**src/rtl/eow_status_pkg.sv**
```systemverilog
package eow_status_pkg;
  localparam int unsigned DATA_W   = 8;
  localparam int unsigned POLL_BIT = 7;
  localparam int unsigned TOG_BIT  = 6;
  localparam int unsigned PAD_W    = TOG_BIT;

  typedef struct packed {
    logic rd;
    logic start;
  } strobe_t;
endpackage

```
**src/rtl/eow_strobe_detect.sv**
```systemverilog
module eow_strobe_detect
  import eow_status_pkg::*;
#(
  parameter int unsigned CE_MIN_HIGH = 3
) (
  input  logic    clk_i,
  input  logic    rst_ni,
  input  logic    ce_ni,
  input  logic    oe_ni,
  input  logic    we_ni,
  output strobe_t strobe_o
);
  localparam int unsigned GAP_W = $clog2(CE_MIN_HIGH + 1);
  localparam logic [GAP_W-1:0] GAP_SAT = GAP_W'(CE_MIN_HIGH);

  logic             rd;
  logic             rd_q;
  logic             ce_low_q;
  logic [GAP_W-1:0] gap_q;
  logic             ce_ok;

  assign rd    = !ce_ni && !oe_ni && we_ni;
  // reopen via ce only counts after the recovery window
  assign ce_ok = ce_low_q || (gap_q >= GAP_SAT);

  always_ff @(posedge clk_i or negedge rst_ni) begin
    if (!rst_ni) begin
      rd_q     <= 1'b0;
      ce_low_q <= 1'b0;
      gap_q    <= GAP_SAT;
    end else begin
      rd_q     <= rd;
      ce_low_q <= !ce_ni;
      if (!ce_ni)              gap_q <= '0;
      else if (gap_q < GAP_SAT) gap_q <= gap_q + 1'b1;
    end
  end

  assign strobe_o.rd    = rd;
  assign strobe_o.start = rd && !rd_q && ce_ok;
endmodule

```
**src/rtl/eow_toggle_gen.sv**
```systemverilog
module eow_toggle_gen #(
  parameter logic TOG_RESET = 1'b0
) (
  input  logic clk_i,
  input  logic rst_ni,
  input  logic busy_i,
  input  logic start_i,
  output logic tog_nxt_o
);
  logic tog_q;

  assign tog_nxt_o = tog_q ^ (busy_i && start_i);

  always_ff @(posedge clk_i or negedge rst_ni) begin
    if (!rst_ni) tog_q <= TOG_RESET;
    else         tog_q <= tog_nxt_o;
  end
endmodule

```
**src/rtl/eow_out_mux.sv**
```systemverilog
module eow_out_mux
  import eow_status_pkg::*;
#(
  parameter logic [PAD_W-1:0] BUSY_PAD = 6'b010110
) (
  input  logic              clk_i,
  input  logic              rst_ni,
  input  logic              rd_i,
  input  logic              busy_i,
  input  logic              tog_i,
  input  logic              last_msb_i,
  input  logic [DATA_W-1:0] array_i,
  output logic [DATA_W-1:0] data_o,
  output logic              oe_o
);
  logic [DATA_W-1:0] data_d;
  logic [DATA_W-1:0] data_q;
  logic              oe_q;

  always_comb begin
    data_d = '0;
    if (rd_i) begin
      if (busy_i) begin
        data_d[POLL_BIT]   = !last_msb_i;
        data_d[TOG_BIT]    = tog_i;
        data_d[PAD_W-1:0]  = BUSY_PAD;
      end else begin
        data_d = array_i;
      end
    end
  end

  always_ff @(posedge clk_i or negedge rst_ni) begin
    if (!rst_ni) begin
      data_q <= '0;
      oe_q   <= 1'b0;
    end else begin
      data_q <= data_d;
      oe_q   <= rd_i;
    end
  end

  assign data_o = data_q;
  assign oe_o   = oe_q;
endmodule

```
**src/rtl/eow_status_rd.sv**
```systemverilog
module eow_status_rd
  import eow_status_pkg::*;
#(
  parameter int unsigned       CE_MIN_HIGH = 3,
  parameter logic              TOG_RESET   = 1'b0,
  parameter logic [PAD_W-1:0]  BUSY_PAD    = 6'b010110
) (
  input  logic              clk_i,
  input  logic              rst_ni,
  input  logic              busy_i,
  input  logic              last_msb_i,
  input  logic              ce_ni,
  input  logic              oe_ni,
  input  logic              we_ni,
  input  logic [DATA_W-1:0] array_data_i,
  output logic [DATA_W-1:0] data_o,
  output logic              data_oe_o
);
  strobe_t strobe;
  logic    tog_nxt;

  eow_strobe_detect #(.CE_MIN_HIGH(CE_MIN_HIGH)) u_strobe (
    .clk_i    (clk_i),
    .rst_ni   (rst_ni),
    .ce_ni    (ce_ni),
    .oe_ni    (oe_ni),
    .we_ni    (we_ni),
    .strobe_o (strobe)
  );

  eow_toggle_gen #(.TOG_RESET(TOG_RESET)) u_toggle (
    .clk_i     (clk_i),
    .rst_ni    (rst_ni),
    .busy_i    (busy_i),
    .start_i   (strobe.start),
    .tog_nxt_o (tog_nxt)
  );

  eow_out_mux #(.BUSY_PAD(BUSY_PAD)) u_mux (
    .clk_i      (clk_i),
    .rst_ni     (rst_ni),
    .rd_i       (strobe.rd),
    .busy_i     (busy_i),
    .tog_i      (tog_nxt),
    .last_msb_i (last_msb_i),
    .array_i    (array_data_i),
    .data_o     (data_o),
    .oe_o       (data_oe_o)
  );
endmodule

```
**config.mk**
```make
export PLATFORM = sky130hd
export DESIGN_NAME = eow_status_rd
export DESIGN_NICKNAME = d
export VERILOG_FILES = /design/src/rtl/eow_status_pkg.sv /design/src/rtl/eow_strobe_detect.sv /design/src/rtl/eow_toggle_gen.sv /design/src/rtl/eow_out_mux.sv /design/src/rtl/eow_status_rd.sv
export SDC_FILE = /design/constraint.sdc
export NUM_CORES = 1
export LEC_CHECK = 0
export CAP_MARGIN = 5
export CORE_MARGIN = 5
export CORE_UTILIZATION = 33
export CTS_CLUSTER_SIZE = 24
export DETAILED_ROUTE_END_ITERATION = 7
export PLACE_DENSITY = 0.66
export SETUP_SLACK_MARGIN = 0.4
export SLEW_MARGIN = 30
export SYNTH_ARGS = -nofsm -noshare
export SYNTH_HDL_FRONTEND = slang
export SYNTH_HIERARCHICAL = 1
export SYNTH_SLANG_ARGS = --single-unit
```
**constraint.sdc**
```tcl
create_clock -name clk_i -period 3 [get_ports clk_i]
set_input_delay 0.3 -clock clk_i [delete_from_list [all_inputs] [get_ports clk_i]]
set_output_delay 0.3 -clock clk_i [all_outputs]
set_load 0.02 [all_outputs]
```
==> results by group, run 1 <==
CTS
  • Post-cts resize count: 0
  • H-tree levels: 1
  • CTS tree: yes
  • Clk_lat worst skew: 0.28 ns
  • Clock tree buffer depth: 2
  • Clock sinks: 14
  • Setup Buffers After CTS: 0
  • Cts bufs inserted: 3
  • Reg clk slew, reported paths: 0.09 ns
  • Root buffer cell: clkbuf_4
  • Hold Buf Count CTS: 0

GRT
  • First-pass GRT wire length: 1.76 mm
  • Pin count of the biggest net entering global routing: 15
  • Number of global-route vias before repair: 379
  • Total track usage: 9.40%
  • Initial antenna violation count: 0
  • Remaining Overflow, GRT: 0

Synth
  • Post-synth top area cell: dfrtp_1
  • Synth cell types: 16
  • Sequential fraction of the synthesis area: 66.4%
  • Mapped Area: 532 um^2
  • Syn_area_per_cell: 14.0 um^2
  • Synth Register Bits: 14
  • Yosys warns: 6
  • Yosys top cell area share: 56.5%
  • Syn nets: 54
  • Area contributors post-synth: dfrtp_1 56%, dfstp_2 9.9%, nor3b_2 4.7%
  • Mapped Cells: 38

Worst setup path
  • WP data required: 2.70 ns
  • Slowest-stage cell, CP: clkdlybuf4s50_1
  • Crit-path max FO: 1
  • Max stage delay on crit path: 0.60 ns
  • Setup crit end kind: output pin
  • Worst setup path class: reg2out
  • Critical path launch point: u_mux/data_o[4]
  • RR Endpoint: u_mux/data_o[6]
  • FF-to-FF Start: u_strobe/gap_q[0]
  • Ordered cell list for the critical path: clkdlybuf4s50_1
  • CP startpoint kind: flop
  • Buf/Inv on CP: 1
  • CP endpoint: data_o[4]
  • Internal reg-to-reg setup slack: 1.49 ns
  • FF-to-FF path depth: 7
  • CP arrival: 1.22 ns
  • Largest delay share family, worst path: buffers and inverters
  • Critical path depth in cells: 1

Timing
  • Fin. Hold Viols: 0
  • Period utilization: 50.6%
  • Max Clock Freq: 0.659 GHz
  • RSZ-0062 raised after global routing: false
  • Max-slew headroom: 60.2%
  • # setup viols final: 0
  • Setup TNS: 0 ns
  • Worst hold slack: 0.388 ns
  • Skew final: 0.00811 ns
  • Max-slew violations: 0
  • Worst-margin pin slew: 0.594 ns
  • Final Critical Period: 1.52 ns

Final layout
  • Share of cells above drive strength 1: 15.6%
  • Most frequent cells in the layout: 23 x clkdlybuf4s50_1, 12 x dfrtp_1
  • Non-Filler Instances: 80
  • # diodes: 0
  • Most common cell after layout, fill and taps aside: clkdlybuf4s50_1
  • Design area: 811 um^2
  • Syn-to-layout area delta: 52.5%
  • Nets: 81

Placed design
  • HPWL Detailed: 758 um
  • Input/output buffers: 23
  • Placed Area: 774 um^2
  • Gpl congestion: 0.641
  • Cell total after placement: 76

Die
  • # IOs: 24
  • Core Region: 0.00152 mm^2
  • Initial core utilization: 34.9%
  • Die area: 0.00251 mm^2
  • Die Y: 50.1 um
  • Cell Rows: 14
  • Die width: 50.1 um

Detailed routing
  • Initial DRC count: 1
  • DRC Markers: 0
  • Number of iterations in the first detailed-routing pass: 2
  • WL/cell: 12.5 um
  • Post-Route WL: 997 um
  • Post-DRT Antenna Nets: 0
  • Via count: 363
  • Via/cell ratio: 4.54

Worst hold path
  • Hold crit path type: in2async

Power and ir drop
  • Maximum vdd drop: 295 uV
  • Pwr Density: 519 mW/mm^2
  • Static Leak: 0.374 nW
  • Power Total: 421 uW

Run status
  • Status: finished, final reports clean

Run
  • Max-Cap Viols: 0
-- cell families (layout without fill, tap and decap cells) --
kind of cell / after synthesis / count (layout) / share of synthesized area, %
XOR/XNOR: 2 / 2 / 3.29
flip-flops: 14 / 14 / 66.4
buffers and inverters: 3 / 29 / 3.53
AND/OR/NAND/NOR: 12 / 12 / 14.6
AO/OA/AOI/OAI: 4 / 4 / 6.12
multiplexers: 2 / 2 / 3.76
adder cells (fa/ha/maj): 1 / 1 / 2.35
-- flip-flops by register name (all words and copies together), names as in the netlist --
| name | flops |
|---|---|
| u_mux/oe_o | 1 |
| u_strobe/rd_q | 1 |
| u_toggle/tog_q | 1 |
| u_mux/data_o | 8 |
| u_strobe/gap_q | 2 |
| u_strobe/ce_low_q | 1 |
-- synthesized netlist by cell type --
cell	count
o21a_1	3
nor3b_2	2
dfrtp_1	12
xor2_1	1
o211a_1	1
nor2b_1	1
mux2i_1	2
nand2_1	2
nor2_1	3
inv_1	1
dfstp_2	2
ha_1	1
and2_1	3
nor2b_2	1
buf_4	2
xnor2_1	1
-- per-layer routing --
layer / share of wire [%] / global-route usage (%)
met3: 9.1 / 2.66
met5: 0 / 0
met2: 47 / 14.0
met4: 3.9 / 9.17
met1: 40 / 10.5
-- final cells by class --
class / count / area [um^2]
clock buffers: 4 / 36.3
multi-input cells: 21 / 160
inverters: 1 / 3.75
repair buffers: 24 / 238
fillers: 136 / 713
flip-flops and latches: 14 / 353
well taps: 16 / 20.0
-- stage by stage --
step           worst slack [ns]  utilization (%)
2_1_floorplan              1.58                -
3_3_place_gp               1.23             50.8
3_5_place_dp               1.19             50.8
4_1_cts                    1.46             53.2
5_1_grt                    1.34             53.2
6_report                   1.48             53.2
-- where the power goes --
group,switching [mW],internal (mW)
combinational,0.0287,0.0400
clock,0.0598,0.0739
sequential,0.00840,0.210
-- worst min-delay path by stage --
stage                              start              end  slack [ns]  cells after the start
after floorplan                   rst_ni  u_mux/data_o[0]       0.004                      0
after global placement    u_toggle/tog_q   u_toggle/tog_q        0.46                      1
after detailed placement  u_toggle/tog_q   u_toggle/tog_q        0.47                      1
after CTS                         rst_ni  u_mux/data_o[2]        0.40                      1
after global routing              rst_ni       u_mux/oe_o        0.43                      1
final                             rst_ni  u_mux/data_o[4]        0.39                      1
Note: power is estimated with default switching activity, not from simulation.
==> run 2: changes to the inputs <==
--- a/config.mk
+++ b/config.mk
@@ -10,7 +10,7 @@
 export CORE_UTILIZATION = 33
 export CTS_CLUSTER_SIZE = 24
 export DETAILED_ROUTE_END_ITERATION = 7
-export PLACE_DENSITY = 0.66
+export PLACE_DENSITY = 0.68
 export SETUP_SLACK_MARGIN = 0.4
 export SLEW_MARGIN = 30
 export SYNTH_ARGS = -nofsm -noshare
==> constraint.sdc (replaced) <==
create_clock -name clk_i -period 1.35 [get_ports clk_i]
set_input_delay 0.135 -clock clk_i [delete_from_list [all_inputs] [get_ports clk_i]]
set_output_delay 0.135 -clock clk_i [all_outputs]
set_load 0.02 [all_outputs]
==> run 2 against run 1 <==
Net effect:
- the run now ends with negative setup slack left
- critical path depth up 6
- utilization up 4.6 points
- sequential power up 130%
- design area up 8.6%
- sequential cell count unchanged
- via count up 3.0%
==> results by group, run 2 (synthesized netlist as in run 1, its figures left out) <==
Run status
  • Status: finished, violations left
  • Failing checks: negative setup slack

CTS
  • Reg clk slew, reported paths: 0.09 ns (about the same)
  • H-tree levels: 1 (unchanged)
  • Clock sinks: 14 (unchanged)
  • Cts bufs inserted: 3 (unchanged)
  • Clock tree buffer depth: 2 (unchanged)
  • Root buffer cell: clkbuf_4
  • Clk_lat worst skew: 0.27 ns (about the same)
  • CTS tree: yes

Worst setup path
  • CP arrival: 1.58 ns (+0.36 ns)
  • Crit-path max FO: 2 (+1)
  • WP data required: 1.52 ns (-1.18 ns)
  • Worst setup path class: reg2reg
  • CP startpoint kind: flop
  • Setup crit end kind: flop

Power and ir drop
  • Maximum vdd drop: 543 uV (+84%)
  • Power Total: 950 uW (+130%)
  • Pwr Density: 1080 mW/mm^2 (+110%)
  • Static Leak: 0.442 nW (+18%)

Placed design
  • Cell total after placement: 79 (+3.9%)
  • Placed Area: 812 um^2 (+4.8%)
  • Input/output buffers: 23 (unchanged)
  • HPWL Detailed: 736 um (-3.0%)
  • Gpl congestion: 0.659 (+2.9%)

Timing
  • Period utilization: 104%
  • Setup TNS: -0.0601 ns (-0.0601 ns)
  • Max-slew headroom: 73.2% (+13 points)
  • Max Clock Freq: 0.709 GHz
  • Worst-margin pin slew: 0.401 ns (-0.194 ns)
  • Final Critical Period: 1.41 ns
  • Fin. Hold Viols: 0 (unchanged)
  • PnR worst setup slack: -0.0601 ns (-1.54 ns)
  • RSZ-0062 raised after global routing: true
  • Skew final: 0.00927 ns (+0.00116 ns)
  • Max-slew violations: 0 (unchanged)
  • # setup viols final: 1 (+1)

Final layout
  • Share of cells above drive strength 1: 39.4% (+24 points)
  • Design area: 881 um^2 (+8.6%)
  • Max reg flops: 8 (unchanged)
  • Most frequent cells in the layout: 13 x clkdlybuf4s50_1, 12 x dfrtp_1, 8 x buf_6, 7 x buf_4
  • Util after Layout: 57.8% (+4.6 points)
  • # diodes: 0 (unchanged)
  • Most common cell after layout, fill and taps aside: clkdlybuf4s50_1
  • Non-Filler Instances: 87 (+8.8%)
  • Nets: 88 (+8.6%)
  • Syn-to-layout area delta: 65.6%
  • Fill count: 127 (-6.6%)

GRT
  • Pin count of the biggest net entering global routing: 10 (-5)
  • Total track usage: 9.29% (-0.11 points)
  • Remaining Overflow, GRT: 0 (unchanged)
  • Initial antenna violation count: 0 (unchanged)
  • First-pass GRT wire length: 1.73 mm (-1.9%)
  • Number of global-route vias before repair: 388 (+2.4%)

Detailed routing
  • Number of iterations in the first detailed-routing pass: 2 (unchanged)
  • Post-DRT Antenna Nets: 0 (unchanged)
  • Via/cell ratio: 4.30 (-5.3%)
  • WL/cell: 11.8 um (-5.2%)
  • Met2 wire length: 469 um (-0.42%)
  • Max layer used: met4
  • M1 WL: 407 um (+3.3%)
  • Via count: 374 (+3.0%)
  • Initial DRC count: 1 (unchanged)
  • Post-Route WL: 1.03 mm (+3.1%)
  • WL met3: 107 um (+18%)
  • DRC Markers: 0 (unchanged)

Die
  • Die Y: 50.1 um (unchanged)
  • Cell Rows: 14 (unchanged)
  • Die area: 0.00251 mm^2 (unchanged)
  • Initial core utilization: 34.9% (unchanged)
  • Core Region: 0.00152 mm^2 (unchanged)
  • # IOs: 24 (unchanged)
  • Die width: 50.1 um (unchanged)

Worst hold path
  • Hold crit path type: in2reg

Run
  • Max-Cap Viols: 0 (unchanged)
## run 2: per-stage QoR
| stage | hold WS (ns) | worst slack, ns |
|---|---|---|
| 2_1_floorplan | -0.161 | 0.00520 |
| 3_3_place_gp | 0.451 | -0.130 |
| 3_5_place_dp | 0.459 | -0.183 |
| 4_1_cts | 0.159 | -0.0794 |
| 5_1_grt | 0.104 | -0.153 |
| 6_report | 0.110 | -0.0601 |
## run 2: final cells by class
cell class / count / area, um^2 / area share [%]
Sequential cell: 14 / 353 / 40.1
Clock buffer: 4 / 26.3 / 2.98
Multi-Input combinational cell: 21 / 183 / 20.7
Tap cell: 16 / 20.0 / 2.27
Timing Repair Buffer: 31 / 295 / 33.5
Inverter: 1 / 3.75 / 0.426
## run 2: where the power goes
part           internal (mW)  switching (mW)
Clock                  0.114           0.127
Sequential             0.468          0.0296
Combinational          0.138          0.0732
## run 2: what timing repair did
action / 4_1_cts / 5_1_grt
endpoints found under the hold margin: 0 / 0
hold buffers: 0 / 0
buffers inserted: 3 / 1
endpoints found under the setup margin: 16 / 16
resized for setup: 37 / 16
cloned: 0 / 0
pin swaps: 1 / 1
## run 2: routing by layer
| metal | track usage [%] | vias up |
|---|---|---|
| li1 | - | 186 |
| met5 | 0 | - |
| met1 | 10.7 | 165 |
| met4 | 9.17 | 0 |
| met3 | 2.66 | 4 |
| met2 | 13.4 | 19 |
## run 2: final timing paths
check,start,to,slack [ns],cells after the start
max,u_strobe/gap_q[1],u_mux/data_o[6],-0.06,7
min,ce_ni,u_strobe/ce_low_q,0.11,2
max reg2reg,u_strobe/gap_q[1],u_mux/data_o[6],-0.06,7
min reg2reg,u_strobe/gap_q[1],u_strobe/gap_q[1],0.56,2
max in group asynchronous,rst_ni,u_mux/data_o[5],0.76,2
min in group asynchronous,rst_ni,u_toggle/tog_q,0.15,1
## run 2: critical path, stage by stage, from the launching register on
cell and delay, ns:
dfstp_2 0.56, ha_4 0.14, nor2_2 0.04, nor3b_2 0.14, nand2_1 0.10, xnor2_2 0.14, mux2i_1 0.14, nor2b_1 0.06
